`config.mk`:
```
export PLATFORM = sky130hd
export DESIGN_NAME = pbus_strobe_timer
export DESIGN_NICKNAME = d
export VERILOG_FILES = /design/src/rtl/pbst_pkg.sv /design/src/rtl/pbst_cfg_check.sv /design/src/rtl/pbst_sequencer.sv /design/src/rtl/pbst_pins.sv /design/src/rtl/pbus_strobe_timer.sv
export SDC_FILE = /design/constraint.sdc
export NUM_CORES = 1
export LEC_CHECK = 0
export BUFFER_PORTS_ARGS = -buffer_cell sky130_fd_sc_hd__buf_2
export CAP_MARGIN = 10
export CORE_ASPECT_RATIO = 1.25
export CORE_MARGIN = 10
export CORE_UTILIZATION = 50
export DETAILED_ROUTE_END_ITERATION = 8
export PLACE_DENSITY = 0.83
export SLEW_MARGIN = 20
export SYNTH_ARGS = -nofsm -noshare
export SYNTH_HDL_FRONTEND = slang
export SYNTH_SLANG_ARGS = --single-unit
```
`constraint.sdc`:
```
create_clock -name clk_i -period 8.45 [get_ports clk_i]
set_clock_uncertainty 0.2 [all_clocks]
set_input_delay 1.2675 -clock clk_i [delete_from_list [all_inputs] [get_ports clk_i]]
set_output_delay 1.2675 -clock clk_i [all_outputs]
set_load 0.02 [all_outputs]
```
`src/rtl/pbst_pkg.sv`:
```
package pbst_pkg;
  localparam int CFG_W = 32;
  localparam int ON_W  = 4;
  localparam int OFF_W = 6;
  localparam int N_STB = 3;
  localparam int STB_CS = 0;
  localparam int STB_WE = 1;
  localparam int STB_RE = 2;
  localparam int POL_RS = 0;
  localparam int POL_RE = 1;
  localparam int POL_WE = 2;
  localparam int POL_CS = 3;

  typedef struct packed {
    logic [ON_W-1:0]  cs_on;
    logic [OFF_W-1:0] cs_off;
    logic [ON_W-1:0]  we_on;
    logic [OFF_W-1:0] we_off;
    logic [ON_W-1:0]  re_on;
    logic [OFF_W-1:0] re_off;
    logic [OFF_W-1:0] we_cyc;
    logic [OFF_W-1:0] re_cyc;
    logic [OFF_W-1:0] acc;
  } tim_t;

  function automatic tim_t unpack_tim(input logic [CFG_W-1:0] onoff,
                                      input logic [CFG_W-1:0] cyc);
    tim_t t;
    t.cs_on  = onoff[3:0];
    t.cs_off = onoff[9:4];
    t.we_on  = onoff[13:10];
    t.we_off = onoff[19:14];
    t.re_on  = onoff[23:20];
    t.re_off = onoff[29:24];
    t.we_cyc = cyc[5:0];
    t.re_cyc = cyc[11:6];
    t.acc    = cyc[27:22];
    return t;
  endfunction

  function automatic logic [OFF_W-1:0] ext_on(input logic [ON_W-1:0] v);
    return OFF_W'(v);
  endfunction
endpackage

```
`src/rtl/pbst_cfg_check.sv`:
```
module pbst_cfg_check
  import pbst_pkg::*;
(
  input  tim_t tim_i,
  output logic err_o
);
  always_comb begin
    err_o = 1'b0;
    if (tim_i.we_off <= ext_on(tim_i.we_on)) err_o = 1'b1;
    if (tim_i.re_off <= ext_on(tim_i.re_on)) err_o = 1'b1;
    if (tim_i.cs_off <= ext_on(tim_i.cs_on)) err_o = 1'b1;
    if (tim_i.cs_off < tim_i.we_off)         err_o = 1'b1;
    if (tim_i.cs_off < tim_i.re_off)         err_o = 1'b1;
    if (tim_i.we_cyc < tim_i.we_off)         err_o = 1'b1;
    if (tim_i.re_cyc < tim_i.re_off)         err_o = 1'b1;
    if (tim_i.acc <= ext_on(tim_i.re_on))    err_o = 1'b1;
  end
endmodule

```
`src/rtl/pbst_sequencer.sv`:
```
module pbst_sequencer
  import pbst_pkg::*;
#(
  parameter int DATA_W = 16
) (
  input  logic              clk_i,
  input  logic              rst_ni,
  input  tim_t              tim_i,
  input  logic              coarse_i,
  input  logic              err_i,
  input  logic              req_valid_i,
  input  logic              req_read_i,
  input  logic              req_data_i,
  input  logic [DATA_W-1:0] req_wdata_i,
  input  logic [DATA_W-1:0] bus_d_i,
  output logic              ready_o,
  output logic              busy_o,
  output logic              is_read_o,
  output logic              rs_o,
  output logic [OFF_W-1:0]  tick_o,
  output logic [DATA_W-1:0] wdata_o,
  output logic              rd_valid_o,
  output logic [DATA_W-1:0] rd_data_o
);
  logic              busy_q, phase_q, read_q, rs_q, rd_valid_q;
  logic [OFF_W-1:0]  tick_q, cyc_len, last_tick;
  logic [DATA_W-1:0] wdata_q, rd_data_q;
  logic              tick_en, at_end, sample_now;

  always_comb begin
    cyc_len = read_q ? tim_i.re_cyc : tim_i.we_cyc;
    if (tim_i.cs_off > cyc_len) cyc_len = tim_i.cs_off;
    last_tick  = cyc_len - OFF_W'(1);
    tick_en    = busy_q && (!coarse_i || phase_q);
    at_end     = tick_en && (tick_q == last_tick);
    // sample closes tick acc-1; a late acc falls back to the last edge
    sample_now = tick_en && read_q &&
                 ((tick_q + OFF_W'(1) == tim_i.acc) || (at_end && (tim_i.acc > cyc_len)));
  end

  always_ff @(posedge clk_i or negedge rst_ni) begin
    if (!rst_ni) begin
      busy_q     <= 1'b0;
      phase_q    <= 1'b0;
      read_q     <= 1'b0;
      rs_q       <= 1'b0;
      rd_valid_q <= 1'b0;
      tick_q     <= '0;
      wdata_q    <= '0;
      rd_data_q  <= '0;
    end else begin
      rd_valid_q <= 1'b0;
      if (!busy_q) begin
        if (req_valid_i && ready_o) begin
          busy_q  <= 1'b1;
          phase_q <= 1'b0;
          tick_q  <= '0;
          read_q  <= req_read_i;
          rs_q    <= req_data_i;
          wdata_q <= req_wdata_i;
        end
      end else begin
        if (coarse_i) phase_q <= ~phase_q;
        if (sample_now) rd_data_q <= bus_d_i;
        if (at_end) begin
          busy_q     <= 1'b0;
          rd_valid_q <= read_q;
        end else if (tick_en) begin
          tick_q <= tick_q + OFF_W'(1);
        end
      end
    end
  end

  logic unused_tim;
  assign unused_tim = ^tim_i;

  assign ready_o    = !busy_q && !err_i;
  assign busy_o     = busy_q;
  assign is_read_o  = read_q;
  assign rs_o       = rs_q;
  assign tick_o     = tick_q;
  assign wdata_o    = wdata_q;
  assign rd_valid_o = rd_valid_q;
  assign rd_data_o  = rd_data_q;
endmodule

```
`src/rtl/pbst_pins.sv`:
```
module pbst_pins
  import pbst_pkg::*;
(
  input  tim_t             tim_i,
  input  logic             busy_i,
  input  logic             is_read_i,
  input  logic             rs_i,
  input  logic             err_i,
  input  logic [OFF_W-1:0] tick_i,
  input  logic [3:0]       pol_i,
  output logic             cs_o,
  output logic             we_o,
  output logic             re_o,
  output logic             rs_o
);
  logic [ON_W-1:0]  on_t  [N_STB];
  logic [OFF_W-1:0] off_t [N_STB];
  logic [N_STB-1:0] sel, act;

  assign on_t[STB_CS]  = tim_i.cs_on;
  assign off_t[STB_CS] = tim_i.cs_off;
  assign sel[STB_CS]   = 1'b1;
  assign on_t[STB_WE]  = tim_i.we_on;
  assign off_t[STB_WE] = tim_i.we_off;
  assign sel[STB_WE]   = !is_read_i;
  assign on_t[STB_RE]  = tim_i.re_on;
  assign off_t[STB_RE] = tim_i.re_off;
  assign sel[STB_RE]   = is_read_i;

  for (genvar g = 0; g < N_STB; g++) begin : g_win
    assign act[g] = busy_i && !err_i && sel[g] &&
                    (tick_i >= ext_on(on_t[g])) && (tick_i < off_t[g]);
  end

  logic unused_tim;
  assign unused_tim = ^tim_i;

  assign cs_o = act[STB_CS] ^ pol_i[POL_CS];
  assign we_o = act[STB_WE] ^ pol_i[POL_WE];
  assign re_o = act[STB_RE] ^ pol_i[POL_RE];
  assign rs_o = rs_i ^ pol_i[POL_RS];
endmodule

```
`src/rtl/pbus_strobe_timer.sv`:
```
module pbus_strobe_timer
  import pbst_pkg::*;
#(
  parameter int DATA_W = 16
) (
  input  logic              clk_i,
  input  logic              rst_ni,
  input  logic [CFG_W-1:0]  onoff_cfg_i,
  input  logic [CFG_W-1:0]  cycle_cfg_i,
  input  logic              coarse_tick_i,
  input  logic [3:0]        pol_i,
  input  logic              req_valid_i,
  output logic              req_ready_o,
  input  logic              req_read_i,
  input  logic              req_data_i,
  input  logic [DATA_W-1:0] req_wdata_i,
  output logic              rd_valid_o,
  output logic [DATA_W-1:0] rd_data_o,
  output logic              bus_cs_o,
  output logic              bus_we_o,
  output logic              bus_re_o,
  output logic              bus_rs_o,
  output logic [DATA_W-1:0] bus_d_o,
  output logic              bus_d_oe_o,
  input  logic [DATA_W-1:0] bus_d_i,
  output logic              cfg_err_o
);
  tim_t             tim;
  logic             busy, is_read, rs_int;
  logic [OFF_W-1:0] tick;
  logic [DATA_W-1:0] wdata;

  assign tim = unpack_tim(onoff_cfg_i, cycle_cfg_i);

  logic unused_cfg_bits;
  assign unused_cfg_bits = ^{onoff_cfg_i[31:30], cycle_cfg_i[31:28], cycle_cfg_i[21:12]};

  pbst_cfg_check u_check (
    .tim_i (tim),
    .err_o (cfg_err_o)
  );

  pbst_sequencer #(.DATA_W(DATA_W)) u_seq (
    .clk_i       (clk_i),
    .rst_ni      (rst_ni),
    .tim_i       (tim),
    .coarse_i    (coarse_tick_i),
    .err_i       (cfg_err_o),
    .req_valid_i (req_valid_i),
    .req_read_i  (req_read_i),
    .req_data_i  (req_data_i),
    .req_wdata_i (req_wdata_i),
    .bus_d_i     (bus_d_i),
    .ready_o     (req_ready_o),
    .busy_o      (busy),
    .is_read_o   (is_read),
    .rs_o        (rs_int),
    .tick_o      (tick),
    .wdata_o     (wdata),
    .rd_valid_o  (rd_valid_o),
    .rd_data_o   (rd_data_o)
  );

  pbst_pins u_pins (
    .tim_i     (tim),
    .busy_i    (busy),
    .is_read_i (is_read),
    .rs_i      (rs_int),
    .err_i     (cfg_err_o),
    .tick_i    (tick),
    .pol_i     (pol_i),
    .cs_o      (bus_cs_o),
    .we_o      (bus_we_o),
    .re_o      (bus_re_o),
    .rs_o      (bus_rs_o)
  );

  assign bus_d_o    = wdata;
  assign bus_d_oe_o = busy && !is_read;
endmodule

```
==> results.cfg <==
[sta]
min_period_ps = 5597
hold_viol_final = 0
setup_tns_ps = 0
drv_slew = 0
relSlewSlack_pct = 38.78
rsz0062_at_grt = false
fmax_mhz = 178.7
post-route-period-util_pct = 66.23
tightest_slew_ps = 918.3
finalSetupViolations = 0
timing.hold.ws_ps = 292.1

[worst_setup_path]
start_kind = input port
reg2reg_from = u_seq.is_read_o$_DFFE_PN0P_
reg2reg_to = u_seq.rd_data_o[9]$_DFFE_PN0P_
required_ps = 8430
path_class = in2reg
reg2reg_setup_slack_ps = 3050
end_kind = register
critPathArrivalTime_ps = 5580
worst-path-max-fanout = 16
reg2regPathDepth = 12

[global_route]
grt_pass1_wl_um = 18640
overflow = 0
grt_max_degree = 44
grt_pass1_vias = 3975
grt_usage_pct = 18.40
antenna_found_initial = 0

[floorplan]
start_util_pct = 51.05
die_h_um = 119.4
dieArea_um2 = 11890
coreArea_um2 = 7747
io_pins = 146
placementRows = 36
die_x_um = 99.55

[placement]
io_buffers = 129
place.gp.congestion = 0.9070
dp_hpwl_um = 9229

[yosys]
ys.flop_type = dfrtp_1
synthAdderAreaFrac_pct = 23.98
yosysTopAreaCell = dfrtp_1
syn_area_um2 = 3955
synth_nets = 581
synth-simple-area-share_pct = 11.93
synth-xor-area-share_pct = 3.986
ys_async_sr_fraction_pct = 100.0
synth-edff-count = 0
synth_cell_types = 47
synth_compound_area_share_pct = 14.01
ys.warnings.count = 0
netlist_instances = 400
synth.mux.area_fraction_pct = 14.11
synth_top_family_by_area = adder cells
avgSynthCellArea_um2 = 9.888
netlist.area_leader.share_pct = 27.21
ys_seq_elements = 43
synth.area.top_cells = dfrtp_1, ha_1, mux2_2
seq_area_frac_synth_pct = 27.21

[power]
switching_share_pct = 40.71
power_density_nw_per_um2 = 161.0
p_int_mw = 0.4556
p_leak_nw = 2.617
p_switching_mw = 0.3128
peakVddDrop_uv = 143.0
power_frac_clock_pct = 17.0
comb_power_share_pct = 46.2
seq_power_share_pct = 36.9
finalPower_mw = 0.7685

[detailed_routing]
routed_wirelength_um = 11110
vias = 3564
routed_via_density = 5.712
avgRoutedWirePerCell_um = 17.80
drc = 0
ant_nets = 0
first_pass_iters = 4
drt_iter0_drc = 135

[clocking]
h-tree-depth = 2
hold_buffers = 0
clockRootBuffer = clkbuf_8
clk_pin_slew_ps = 80
clock-sinks = 43
clockBufferDepth = 2
cts-resized-gates = 0
cts_tree = yes
cts_inserted_buffers = 5
cts_setup_buffers = 0
clk_latency_ps = 300

[finish]
n_antenna_cell = 0
syn2layout_area_growth_pct = 20.66
final_core_utilization_pct = 61.60
multi_input_area_um2 = 2696
num-fill-cells = 669
seqCellArea_um2 = 1076
final_nets = 709
drive_gt1_share_pct = 34.22

[worst_hold_path]
holdPathStages = 1
hold_path.class = reg2reg
min_to = u_seq.phase_q$_DFFE_PN0P_
min_from = u_seq.phase_q$_DFFE_PN0P_

[flow_run]
drv_cap = 0

[outcome]
status = finished clean
## cell type report
cell class / instances / area share [%]
Inverter: 38 / 2.989
Tap cell: 95 / 2.491
Clock inverter: 2 / 0.2622
Timing Repair Buffer: 130 / 13.69
Sequential cell: 43 / 22.55
Clock buffer: 6 / 1.521
Multi-Input combinational cell: 310 / 56.50
## power groups by stage
stage	Clock, mW	Sequential [mW]	Combinational [mW]
6_report	0.130	0.283	0.355
5_1_grt	0.141	0.288	0.396
4_1_cts	0.134	0.282	0.355
3_5_place_dp	0	0.286	0.353
3_3_place_gp	0	0.284	0.335
2_1_floorplan	0	0.287	0.233
## stage by stage
| stage | cells | setup WS, ps | cell area, um2 |
|---|---|---|---|
| 2_1_floorplan | 400 | 3525 | 3955 |
| 3_3_place_gp | 616 | 2720 | 4687 |
| 3_5_place_dp | 616 | 2602 | 4687 |
| 4_1_cts | 624 | 2900 | 4772 |
| 5_1_grt | 624 | 2676 | 4772 |
| 6_report | 624 | 2853 | 4772 |
## state kept, by name (all words and copies together), names as in the netlist
name / flops
u_seq.phase_q: 1
u_seq.busy_o: 1
u_seq.rs_o: 1
u_seq.wdata_o: 16
u_seq.is_read_o: 1
u_seq.rd_data_o: 16
u_seq.tick_o: 6
u_seq.rd_valid_o: 1
## cells in the mapped netlist (3+ instances only)
library cell and n:
inv_1 38, clkbuf_1 6, nand3_1 11, nor3_1 3, a21boi_0 4, nand4_1 9
o31ai_1 4, ha_1 75, o21a_1 8, nor2_1 7, dfrtp_1 43, mux2i_1 13
xnor2_1 16, a211oi_1 3, mux2_2 38, nand2_1 14, nor2b_1 11, a21o_1 10
o21ai_0 21, nand2b_1 15, a21oi_1 19
## critical path, stage by stage
cell and delay [ps]:
buf_2 110, mux2i_1 270, ha_1 300, and4_1 210
and3_1 200, a31oi_2 590, mux2i_1 390, or4b_2 610
mux2i_1 220, o32ai_2 220, o32ai_4 750, mux2_2 420
## metal layers
layer  share of wire [%]  vias to the layer above  GRT usage [%]  routed length [um]
li1                    -                     1712              -                   -
met2                  47                      145          31.00                5239
met4                 1.9                        0          5.566                 211
met1                  40                     1689          20.77                4497
met5                   0                        -              0                   0
met3                  10                       18          7.345                1156
## worst max path at each step
| stage | startpoint | endpoint | slack (ps) | depth (start not counted) |
|---|---|---|---|---|
| 2_1_floorplan | cycle_cfg_i[9] | u_seq.rd_data_o[0]$_DFFE_PN0P_ | 3530 | 16 |
| 3_3_place_gp | cycle_cfg_i[3] | u_seq.rd_data_o[10]$_DFFE_PN0P_ | 2720 | 13 |
| 3_5_place_dp | cycle_cfg_i[9] | u_seq.rd_data_o[6]$_DFFE_PN0P_ | 2600 | 13 |
| 5_1_grt | cycle_cfg_i[10] | u_seq.rd_data_o[6]$_DFFE_PN0P_ | 2680 | 12 |
| 6_report | cycle_cfg_i[10] | u_seq.rd_data_o[9]$_DFFE_PN0P_ | 2850 | 12 |
| 4_1_cts | cycle_cfg_i[9] | u_seq.rd_data_o[9]$_DFFE_PN0P_ | 2900 | 13 |
## logic make-up (layout without fill, tap and decap cells)
| group | after synthesis | in the layout |
|---|---|---|
| and+or+nand+nor | 84 | 84 |
| adders and majority gates | 76 | 76 |
| buffers and inverters | 47 | 176 |
| muxes | 51 | 51 |
| xor gates and xnor gates | 18 | 18 |
| DFF | 43 | 43 |
| AOI/OAI and AO/OA | 81 | 81 |
## layout by cell type, fill, tap and decap left out, types with 2 or more instances in the layout
master,n
a21oi_1,19
dfrtp_1,43
nor2b_1,11
nor4_1,2
nand3_1,11
nand4_1,9
nand2b_1,15
ha_1,75
xnor2_1,16
nand2_1,14
mux2i_1,13
nor3_1,3
a21boi_0,4
xor2_1,2
clkbuf_8,5
a21o_1,10
and3_1,2
inv_1,38
o31ai_1,4
buf_2,129
mux2_2,38
nor2_1,7
a211oi_1,3
o21a_1,8
a211o_1,2
nor3b_1,2
o21ai_0,21
Power figures use the tool's default switching activity.
